`config.mk`:
```
export PLATFORM = sky130hd
export DESIGN_NAME = tok_match_unit
export DESIGN_NICKNAME = d
export VERILOG_FILES = /design/src/rtl/tmu_pkg.sv /design/src/rtl/tmu_pick.sv /design/src/rtl/tmu_slot.sv /design/src/rtl/tmu_compare.sv /design/src/rtl/tok_match_unit.sv
export SDC_FILE = /design/constraint.sdc
export NUM_CORES = 1
export LEC_CHECK = 0
export BUFFER_PORTS_ARGS = -buffer_cell sky130_fd_sc_hd__buf_2
export CAP_MARGIN = 15
export CORE_AREA = 2 2 167 169
export DETAILED_ROUTE_END_ITERATION = 10
export DIE_AREA = 0 0 169 171
export SLEW_MARGIN = 20
export SYNTH_ARGS = -nofsm -noshare
export SYNTH_HDL_FRONTEND = slang
export SYNTH_SLANG_ARGS = --single-unit
export TNS_END_PERCENT = 50
```
`constraint.sdc`:
```
create_clock -name clk -period 3.6 [get_ports clk]
set_input_delay 0.18 -clock clk [delete_from_list [all_inputs] [get_ports clk]]
set_output_delay 0.18 -clock clk [all_outputs]
set_load 0.1 [all_outputs]
```
`src/rtl/tmu_pkg.sv`:
```
package tmu_pkg;

  localparam int PORTS = 3;

  // lowest-index request wins
  function automatic logic [PORTS-1:0] first_req(input logic [PORTS-1:0] req);
    logic [PORTS-1:0] oh;
    oh = '0;
    for (int i = PORTS - 1; i >= 0; i--) begin
      if (req[i]) oh = '0;
      if (req[i]) oh[i] = 1'b1;
    end
    return oh;
  endfunction

  function automatic logic [1:0] oh_to_idx(input logic [PORTS-1:0] oh);
    logic [1:0] idx;
    idx = 2'd0;
    for (int i = 0; i < PORTS; i++)
      if (oh[i]) idx = 2'(i);
    return idx;
  endfunction

endpackage

```
`src/rtl/tmu_pick.sv`:
```
module tmu_pick
  import tmu_pkg::*;
(
  input  logic [PORTS-1:0] req,
  output logic [PORTS-1:0] grant_oh,
  output logic [1:0]       grant_idx,
  output logic             any_req
);
  always_comb begin
    grant_oh  = first_req(req);
    grant_idx = oh_to_idx(grant_oh);
    any_req   = |req;
  end
endmodule

```
`src/rtl/tmu_slot.sv`:
```
module tmu_slot #(
  parameter int TAG_W  = 20,
  parameter int DATA_W = 32
) (
  input  logic              clk,
  input  logic              rst_n,
  input  logic              load,
  input  logic              clear,
  input  logic [TAG_W-1:0]  d_tag,
  input  logic [DATA_W-1:0] d_data,
  output logic              q_vld,
  output logic [TAG_W-1:0]  q_tag,
  output logic [DATA_W-1:0] q_data
);
  always_ff @(posedge clk) begin
    if (!rst_n) begin
      q_vld  <= 1'b0;
      q_tag  <= '0;
      q_data <= '0;
    end else if (clear) begin
      q_vld <= 1'b0;
    end else if (load) begin
      q_vld  <= 1'b1;
      q_tag  <= d_tag;
      q_data <= d_data;
    end
  end
endmodule

```
`src/rtl/tmu_compare.sv`:
```
module tmu_compare
  import tmu_pkg::*;
#(
  parameter int TAG_W = 20
) (
  input  logic [PORTS-1:0]            held_vld,
  input  logic [PORTS-1:0][TAG_W-1:0] held_tag,
  input  logic [PORTS-1:0]            cand_oh,
  input  logic [TAG_W-1:0]            cand_tag,
  output logic                        clash
);
  logic [PORTS-1:0] tag_diff;
  logic             own_busy;

  for (genvar i = 0; i < PORTS; i++) begin : g_cmp
    assign tag_diff[i] = held_vld[i] && (held_tag[i] != cand_tag);
  end

  assign own_busy = |(held_vld & cand_oh);
  assign clash    = own_busy || (|tag_diff);
endmodule

```
`src/rtl/tok_match_unit.sv`:
```
module tok_match_unit
  import tmu_pkg::*;
#(
  parameter int ACT_W  = 8,
  parameter int NEST_W = 4,
  parameter int ITER_W = 8,
  parameter int DATA_W = 32,
  parameter int NUM_IN = 3,
  localparam int TAG_W = ACT_W + NEST_W + ITER_W
) (
  input  logic              clk,
  input  logic              rst_n,
  input  logic              a_valid,
  output logic              a_ready,
  input  logic [TAG_W-1:0]  a_tag,
  input  logic [DATA_W-1:0] a_data,
  input  logic              b_valid,
  output logic              b_ready,
  input  logic [TAG_W-1:0]  b_tag,
  input  logic [DATA_W-1:0] b_data,
  input  logic              c_valid,
  output logic              c_ready,
  input  logic [TAG_W-1:0]  c_tag,
  input  logic [DATA_W-1:0] c_data,
  output logic              fire_valid,
  input  logic              fire_ready,
  output logic [TAG_W-1:0]  fire_tag,
  output logic [DATA_W-1:0] fire_a,
  output logic [DATA_W-1:0] fire_b,
  output logic [DATA_W-1:0] fire_c,
  output logic              spill_valid,
  input  logic              spill_ready,
  output logic [1:0]        spill_port,
  output logic [TAG_W-1:0]  spill_tag,
  output logic [DATA_W-1:0] spill_data
);
  localparam logic [PORTS-1:0] ACT_MASK = (NUM_IN >= 3) ? 3'b111 : 3'b011;

  logic [PORTS-1:0]             req;
  logic [PORTS-1:0]             cand_oh;
  logic [1:0]                   cand_idx;
  logic                         cand_any;
  logic [PORTS-1:0][TAG_W-1:0]  in_tag;
  logic [PORTS-1:0][DATA_W-1:0] in_data;
  logic [TAG_W-1:0]             cand_tag;
  logic [DATA_W-1:0]            cand_data;
  logic                         clash;
  logic [PORTS-1:0]             held_vld;
  logic [PORTS-1:0][TAG_W-1:0]  held_tag;
  logic [PORTS-1:0][DATA_W-1:0] held_data;
  logic [PORTS-1:0]             grant;
  logic [PORTS-1:0]             load;

  // named events
  logic ev_store;
  logic ev_spill;
  logic ev_fire;

  assign req     = {c_valid, b_valid, a_valid} & ACT_MASK;
  assign in_tag  = {c_tag, b_tag, a_tag};
  assign in_data = {c_data, b_data, a_data};

  tmu_pick u_pick (
    .req       (req),
    .grant_oh  (cand_oh),
    .grant_idx (cand_idx),
    .any_req   (cand_any)
  );

  assign cand_tag  = in_tag[cand_idx];
  assign cand_data = in_data[cand_idx];

  tmu_compare #(.TAG_W(TAG_W)) u_cmp (
    .held_vld (held_vld),
    .held_tag (held_tag),
    .cand_oh  (cand_oh),
    .cand_tag (cand_tag),
    .clash    (clash)
  );

  assign ev_store = cand_any && !clash;
  assign ev_spill = cand_any && clash && spill_ready;
  assign load     = cand_oh & {PORTS{!clash}};
  assign grant    = cand_oh & {PORTS{!clash || spill_ready}};

  assign fire_valid = &(held_vld | ~ACT_MASK);
  assign ev_fire    = fire_valid && fire_ready;

  for (genvar i = 0; i < PORTS; i++) begin : g_slot
    if (i < NUM_IN) begin : g_on
      tmu_slot #(.TAG_W(TAG_W), .DATA_W(DATA_W)) u_slot (
        .clk    (clk),
        .rst_n  (rst_n),
        .load   (load[i]),
        .clear  (ev_fire),
        .d_tag  (cand_tag),
        .d_data (cand_data),
        .q_vld  (held_vld[i]),
        .q_tag  (held_tag[i]),
        .q_data (held_data[i])
      );
    end else begin : g_off
      assign held_vld[i]  = 1'b0;
      assign held_tag[i]  = '0;
      assign held_data[i] = '0;
    end
  end

  assign a_ready = grant[0];
  assign b_ready = grant[1];
  assign c_ready = grant[2];

  assign fire_tag = held_tag[0];
  assign fire_a   = held_data[0];
  assign fire_b   = held_data[1];
  assign fire_c   = held_data[2];

  assign spill_valid = cand_any && clash;
  assign spill_port  = cand_idx;
  assign spill_tag   = cand_tag;
  assign spill_data  = cand_data;
endmodule

```
==> impl_metrics.env, run 1 <==
export IMPL_crit_path_start_kind="input port"
export IMPL_core_rowCount=61
export IMPL_holdWs_ns=0.0827
export IMPL_syn_to_final_growth_pct=32.5
export IMPL_ios=338
export IMPL_core_region_area_mm2=0.0273
export IMPL_tightestPinTransition_ns=0.834
export IMPL_rsz0062_at_grt="no"
export IMPL_post_route_period_util=0.918
export IMPL_hold_violations=0
export IMPL_antennaDiodeCount=0
export IMPL_synthTopCellsByCount="nand2_1, mux2i_1, dfxtp_1"
export IMPL_grt_pass1_vias=7207
export IMPL_via_per_inst=4.75
export IMPL_post_cts_buffers=0
export IMPL_dpl_hpwl_um=19900
export IMPL_path_clk_slew_ns=0.06
export IMPL_cts_tree="yes"
export IMPL_min_period_ns=3.31
export IMPL_yosysSeqAreaShare=0.396
export IMPL_grt_max_degree=86
export IMPL_ys_seq_elements=159
export IMPL_cp_data_required_time_ns=3.42
export IMPL_crit_type="in2out"
export IMPL_antenna_found_initial=0
export IMPL_cts_hold_buf=0
export IMPL_slew_violations=0
export IMPL_start_util=0.294
export IMPL_layout_cells_non_filler=1554
export IMPL_place_inst=1522
export IMPL_synth_top_family_by_area="multiplexers"
export IMPL_end_kind="output port"
export IMPL_port_buffers=337
export IMPL_synthAdderAreaFrac=0
export IMPL_overflow=0
export IMPL_grt_pass1_wl_um=39700
export IMPL_dieArea_mm2=0.0289
export IMPL_cp_max_fo=21
export IMPL_yosys_warnings=0
export IMPL_htreeDepth=4
export IMPL_async_reset_ff_frac=0
export IMPL_synth_edf_count=0
export IMPL_insertion_delay_ns=0.43
export IMPL_hp_class="in2reg"
export IMPL_avgSynthCellArea_um2=9.10
export IMPL_total_power_uw=5720
export IMPL_syn_inst=883
export IMPL_drt_initial_drc_count=338
export IMPL_synth_compound_area_frac=0.0740
export IMPL_postCtsResizedCells=0
export IMPL_power_density_mw_per_mm2=538
export IMPL_synthMuxAreaShare=0.234
export IMPL_via_count=7377
export IMPL_synthXorXnorAreaFrac=0.0611
export IMPL_ir_drop_mv=0.273
export IMPL_clock_path_buffers=2
export IMPL_yosysUniqueCellTypes=52
export IMPL_leakage_uw=0.00561
export IMPL_final_layout_size_suffix_gt1_frac=0.349
export IMPL_synth_most_common_cell="nand2_1"
export IMPL_synth_simple_gate_area_share=0.175
export IMPL_wl_per_cell_um=16.9
export IMPL_synth_area_mm2=0.00803
export IMPL_final_core_util=0.390
export IMPL_synth_area_leaders="dfxtp_1, mux2i_1, nand2_1, xnor2_1, buf_6"
export IMPL_cts_buffers=17
export IMPL_clock_sinks=159
export IMPL_cts_root_buffer="clkbuf_16"
export IMPL_drc_errors=0
export IMPL_synth_main_ff_cell="dfxtp_1"
export IMPL_drt_pass1_iter_count=5
export IMPL_synth_largest_area_cell="dfxtp_1"
export IMPL_wl_um=26300
export IMPL_finalSetupViolations=0
export IMPL_maxCapViolations=0
export IMPL_dp_worst_setup_slack_ns=0.224
export IMPL_nNetsFinal=1358
export IMPL_finClkSkew_ns=0.0180
export IMPL_gp_congestion=0.959
export IMPL_fp_dieH_um=171
export IMPL_synth_nets=1046
export IMPL_ant_nets=0
export IMPL_worstPathArrival_ns=3.13
export IMPL_layout_setup_ws_ns=0.294
export IMPL_max_freq_ghz=0.302
export IMPL_yosys_area_top_type_share=0.396
export IMPL_grt_usage=0.176
export IMPL_outcome="finished, final reports clean"
export IMPL_die_w_um=169
export IMPL_slew_headroom=0.444
==> metrics by stage <==
| step | TNS (ns) | area [um^2] |
|---|---|---|
| after detailed placement | 0 | 10000 |
| final | 0 | 10600 |
| after global routing | 0 | 10600 |
| after CTS | 0 | 10600 |
| after floorplan | -14.33 | 8070 |
| after global placement | 0 | 10000 |
==> layer usage <==
metal | vias up | global-route usage | part of all wire
met3 | 32 | 0.0453 | 0.065
met5 | - | 0 | 0
met2 | 292 | 0.312 | 0.49
li1 | 3625 | - | -
met4 | 0 | 0.0517 | 0.017
met1 | 3428 | 0.211 | 0.43
==> sequential cells by signal, summed over array words and instances (netlist names) <==
signal,flops
g_slot.g_on.u_slot.q_tag,60
g_slot.g_on.u_slot.q_vld,3
g_slot.g_on.u_slot.q_data,96
==> worst max-delay path, cell delays in order <==
cell      delay, ns
buf_2          0.17
buf_4          0.22
or4b_1         0.54
o221ai_2       0.16
xnor2_1        0.12
nor4_1         0.30
nand2_1        0.12
o41ai_2        0.52
nand3_2        0.32
o31a_1         0.19
buf_2          0.29
==> cell families after synthesis <==
logic type / count (synthesis)
AOI/OAI and AO/OA: 79
xor gates and xnor gates: 56
buffers and inverters: 83
DFF: 159
muxes: 188
and+or+nand+nor: 318
==> path summary, 6_finish.rpt <==
kind                                                 start  slack (ns)  depth (start not counted)                                             to
max                                                b_valid        0.29                         11                                    spill_valid
min reg2reg  g_slot[2].g_on.u_slot.q_data[31]$_SDFFE_PN0P_        0.45                          2  g_slot[2].g_on.u_slot.q_data[31]$_SDFFE_PN0P_
min                                             fire_ready        0.08                          4       g_slot[2].g_on.u_slot.q_vld$_SDFFE_PP0P_
max reg2reg       g_slot[0].g_on.u_slot.q_vld$_SDFFE_PP0P_        0.98                          9  g_slot[0].g_on.u_slot.q_data[26]$_SDFFE_PN0P_
==> layout by cell type, fill, tap and decap left out, drive strengths merged, types with 2 or more instances in the layout <==
cell	count
a21oi	13
o221ai	11
buf	357
nor4	5
bufinv	2
nand4	12
xor2	3
clkbuf	19
dfxtp	159
clkinv	6
o21a	2
o22ai	5
inv	23
or4b	11
or3b	2
nor2	9
o21ai	35
and3	2
nor3	4
mux2i	188
nand2	248
xnor2	53
nand2b	16
o41ai	2
==> where the power goes <==
| group | leakage [uW] | total (uW) | internal, uW | switching [uW] |
|---|---|---|---|---|
| clock | 0.000291 | 1830 | 1060 | 775 |
| sequential | 0.00129 | 1940 | 1860 | 75.0 |
| combinational | 0.00402 | 1950 | 423 | 1530 |
| total | 0.00561 | 5720 | 3340 | 2380 |
==> area by class of cell <==
cell class / instances / area, um^2
fill: 2779 / 16700
multi-input combinational: 641 / 4420
sequential: 159 / 3180
timing repair buffer: 357 / 1940
clock buffer: 19 / 443
tap: 346 / 433
clock inverter: 13 / 154
inverter: 19 / 71.3
Note: power is estimated with default switching activity, not from simulation.
==> inputs of run 2 (changes only) <==
--- a/config.mk
+++ b/config.mk
@@ -5,11 +5,12 @@
 export SDC_FILE = /design/constraint.sdc
 export NUM_CORES = 1
 export LEC_CHECK = 0
+export ABC_AREA = 1
 export BUFFER_PORTS_ARGS = -buffer_cell sky130_fd_sc_hd__buf_2
 export CAP_MARGIN = 15
-export CORE_AREA = 2 2 167 169
+export CORE_AREA = 2 2 180 182
 export DETAILED_ROUTE_END_ITERATION = 10
-export DIE_AREA = 0 0 169 171
+export DIE_AREA = 0 0 182 184
 export SLEW_MARGIN = 20
 export SYNTH_ARGS = -nofsm -noshare
 export SYNTH_HDL_FRONTEND = slang
==> impl_metrics.env, run 2 <==
export IMPL_synth_most_common_cell="nand2_1"
export IMPL_yosys_warnings=0
export IMPL_cp_max_fo=102
export IMPL_synthTopCellsByCount="nand2_1, nor2_1, inv_1"
export IMPL_fin_area_mm2=0.0122
export IMPL_avgSynthCellArea_um2=5.66
export IMPL_min_period_ns=3.25
export IMPL_grt_pass1_vias=10000
export IMPL_slew_violations=0
export IMPL_async_reset_ff_frac=0
export IMPL_clock_path_buffers=2
export IMPL_cts_hold_buf=0
export IMPL_hp_class="in2reg"
export IMPL_synth_area_leaders="dfxtp_1, nand2_1, nor2_1, nand3_1, inv_1"
export IMPL_post_cts_buffers=0
export IMPL_via_count=10800
export IMPL_swShare=0.486
export IMPL_antenna_found_initial=0
export IMPL_ys_seq_elements=159
export IMPL_end_kind="output port"
export IMPL_setup_tns_final_ns=0
export IMPL_synth_main_ff_cell="dfxtp_1"
export IMPL_fp_dieH_um=184
export IMPL_grt_max_degree=103
export IMPL_seq_area_mm2=0.00318
export IMPL_grt_usage=0.206
export IMPL_cts_tree="yes"
export IMPL_dp_worst_setup_slack_ns=0.295
export IMPL_crit_path_start_kind="input port"
export IMPL_syn_to_final_growth_pct=29.8
export IMPL_wl_per_cell_um=14.5
export IMPL_grt_pass1_wl_um=54300
export IMPL_nNetsFinal=2129
export IMPL_drt_initial_drc_count=738
export IMPL_max_freq_ghz=0.307
export IMPL_n_fill_cell=3511
export IMPL_p_seq_frac=0.302
export IMPL_htreeDepth=4
export IMPL_port_buffers=337
export IMPL_most_common_layout_cells="nand2_1, nor2_1, buf_2"
export IMPL_final_core_util=0.388
export IMPL_p_switching_uw=3280
export IMPL_hold_violations=0
export IMPL_gp_congestion=0.870
export IMPL_ant_nets=0
export IMPL_synth_largest_area_cell="dfxtp_1"
export IMPL_tightestPinTransition_ns=0.996
export IMPL_outcome="finished, final reports clean"
export IMPL_drc_errors=0
export IMPL_ios=338
export IMPL_worstPathArrival_ns=3.07
export IMPL_reg_largest_list="g_slot.g_on.u_slot.q_data (96), g_slot.g_on.u_slot.q_tag (60), g_slot.g_on.u_slot.q_vld (3)"
export IMPL_final_common_cell="nand2_1"
export IMPL_postCtsResizedCells=0
export IMPL_leakage_uw=0.00702
export IMPL_finalSetupViolations=0
export IMPL_cts_buffers=17
export IMPL_finClkSkew_ns=0.0152
export IMPL_overflow=0
export IMPL_cp_data_required_time_ns=3.42
export IMPL_yosysSeqAreaShare=0.340
export IMPL_path_clk_slew_ns=0.06
export IMPL_core_region_area_mm2=0.0314
export IMPL_die_w_um=182
export IMPL_drt_pass1_iter_count=5
export IMPL_insertion_delay_ns=0.44
export IMPL_yosys_area_top_type_share=0.340
export IMPL_multi_input_area_mm2=0.00490
export IMPL_clock_sinks=159
export IMPL_dpl_hpwl_um=25800
export IMPL_p_int_uw=3480
export IMPL_via_per_inst=4.54
export IMPL_cts_root_buffer="clkbuf_16"
export IMPL_place_area_mm2=0.0116
export IMPL_rsz0062_at_grt="no"
export IMPL_reg2reg_setup_slack_ns=1.31
export IMPL_core_rowCount=65
export IMPL_post_route_period_util=0.904
export IMPL_start_util=0.299
export IMPL_dieArea_mm2=0.0335
export IMPL_wl_um=34600
export IMPL_maxCapViolations=0
export IMPL_ir_drop_mv=0.246
export IMPL_yosysUniqueCellTypes=29
export IMPL_total_power_uw=6760
export IMPL_syn_inst=1656
export IMPL_p_comb_frac=0.432
export IMPL_slew_headroom=0.336
export IMPL_synth_area_mm2=0.00937
export IMPL_regMostFlops="g_slot.g_on.u_slot.q_data"
export IMPL_power_density_mw_per_mm2=556
export IMPL_synth_nets=1819
export IMPL_largest_register_ffs=96
export IMPL_final_layout_size_suffix_gt1_frac=0.218
export IMPL_synth_edf_count=0
export IMPL_pwr_share_clk=0.267
export IMPL_antennaDiodeCount=0
export IMPL_layout_setup_ws_ns=0.347
export IMPL_crit_type="in2out"
[run 2: changes by cell type after synthesis, sizes merged, moves of 29 or more]
cell,change
o21ai,-34
xnor2,-53
mux2i,-188
inv,+217
a31oi,+31
buf,+29
nand3,+189
nor2,+364
nand2,+311
[run 2: per-layer routing]
metal | global-route usage | routed length (um) | vias to the layer above
li1 | - | - | 5593
met3 | 0.0468 | 2580 | 40
met1 | 0.260 | 15100 | 4775
met5 | 0 | 0 | -
met2 | 0.352 | 16300 | 399
met4 | 0.0610 | 682 | 0
[run 2: worst paths after layout]
path / start / cells after the start / endpoint
min: fire_ready / 4 / g_slot[2].g_on.u_slot.q_vld$_SDFFE_PP0P_
max reg2reg: g_slot[0].g_on.u_slot.q_vld$_SDFFE_PP0P_ / 14 / g_slot[2].g_on.u_slot.q_data[20]$_SDFFE_PN0P_
max: b_valid / 17 / b_ready
min reg2reg: g_slot[2].g_on.u_slot.q_vld$_SDFFE_PP0P_ / 2 / g_slot[2].g_on.u_slot.q_vld$_SDFFE_PP0P_
[run 2: kinds of logic after synthesis]
logic type / Yosys count / share of synthesized area
buffers and inverters: 320 / 0.140
xor gates and xnor gates: 1 / 0.000935
and+or+nand+nor: 1135 / 0.491
DFF: 159 / 0.340
AOI/OAI and AO/OA: 41 / 0.0286
[run 2: per-stage QoR]
stage,hold WS [ns],std cells
2_1_floorplan,0.383,1656
3_3_place_gp,0.461,2349
3_5_place_dp,0.468,2349
4_1_cts,0.182,2381
5_1_grt,0.214,2381
6_report,0.193,2381
[run 2: power by group through the flow]
stage / logic, uW / registers [uW] / clock network, uW
finish: 2920 / 2040 / 1800
global route: 3120 / 2060 / 1930
CTS: 2930 / 2040 / 1860
detailed placement: 2930 / 2080 / 0
global placement: 2910 / 2080 / 0
floorplan: 1330 / 3020 / 0
[run 2: area by class of cell]
class	instances	area share
flip-flops and latches	159	0.262
well taps	402	0.0413
inverters	235	0.0727
multi-input cells	1177	0.402
clock buffers	17	0.0350
repair buffers	376	0.175
clock inverters	15	0.0121
[run 2: critical path, stage by stage]
cell	delay, ns
buf_2	0.30
nor2_2	0.11
nand2_4	0.10
buf_12	0.34
nand3_1	0.27
nand2_1	0.22
nand2_1	0.08
nand2_1	0.10
nand4_1	0.18
nor2_1	0.14
nand2_1	0.08
nand2_2	0.14
nand2_1	0.08
nor2_2	0.15
buf_12	0.21
o21a_1	0.18
buf_12	0.18
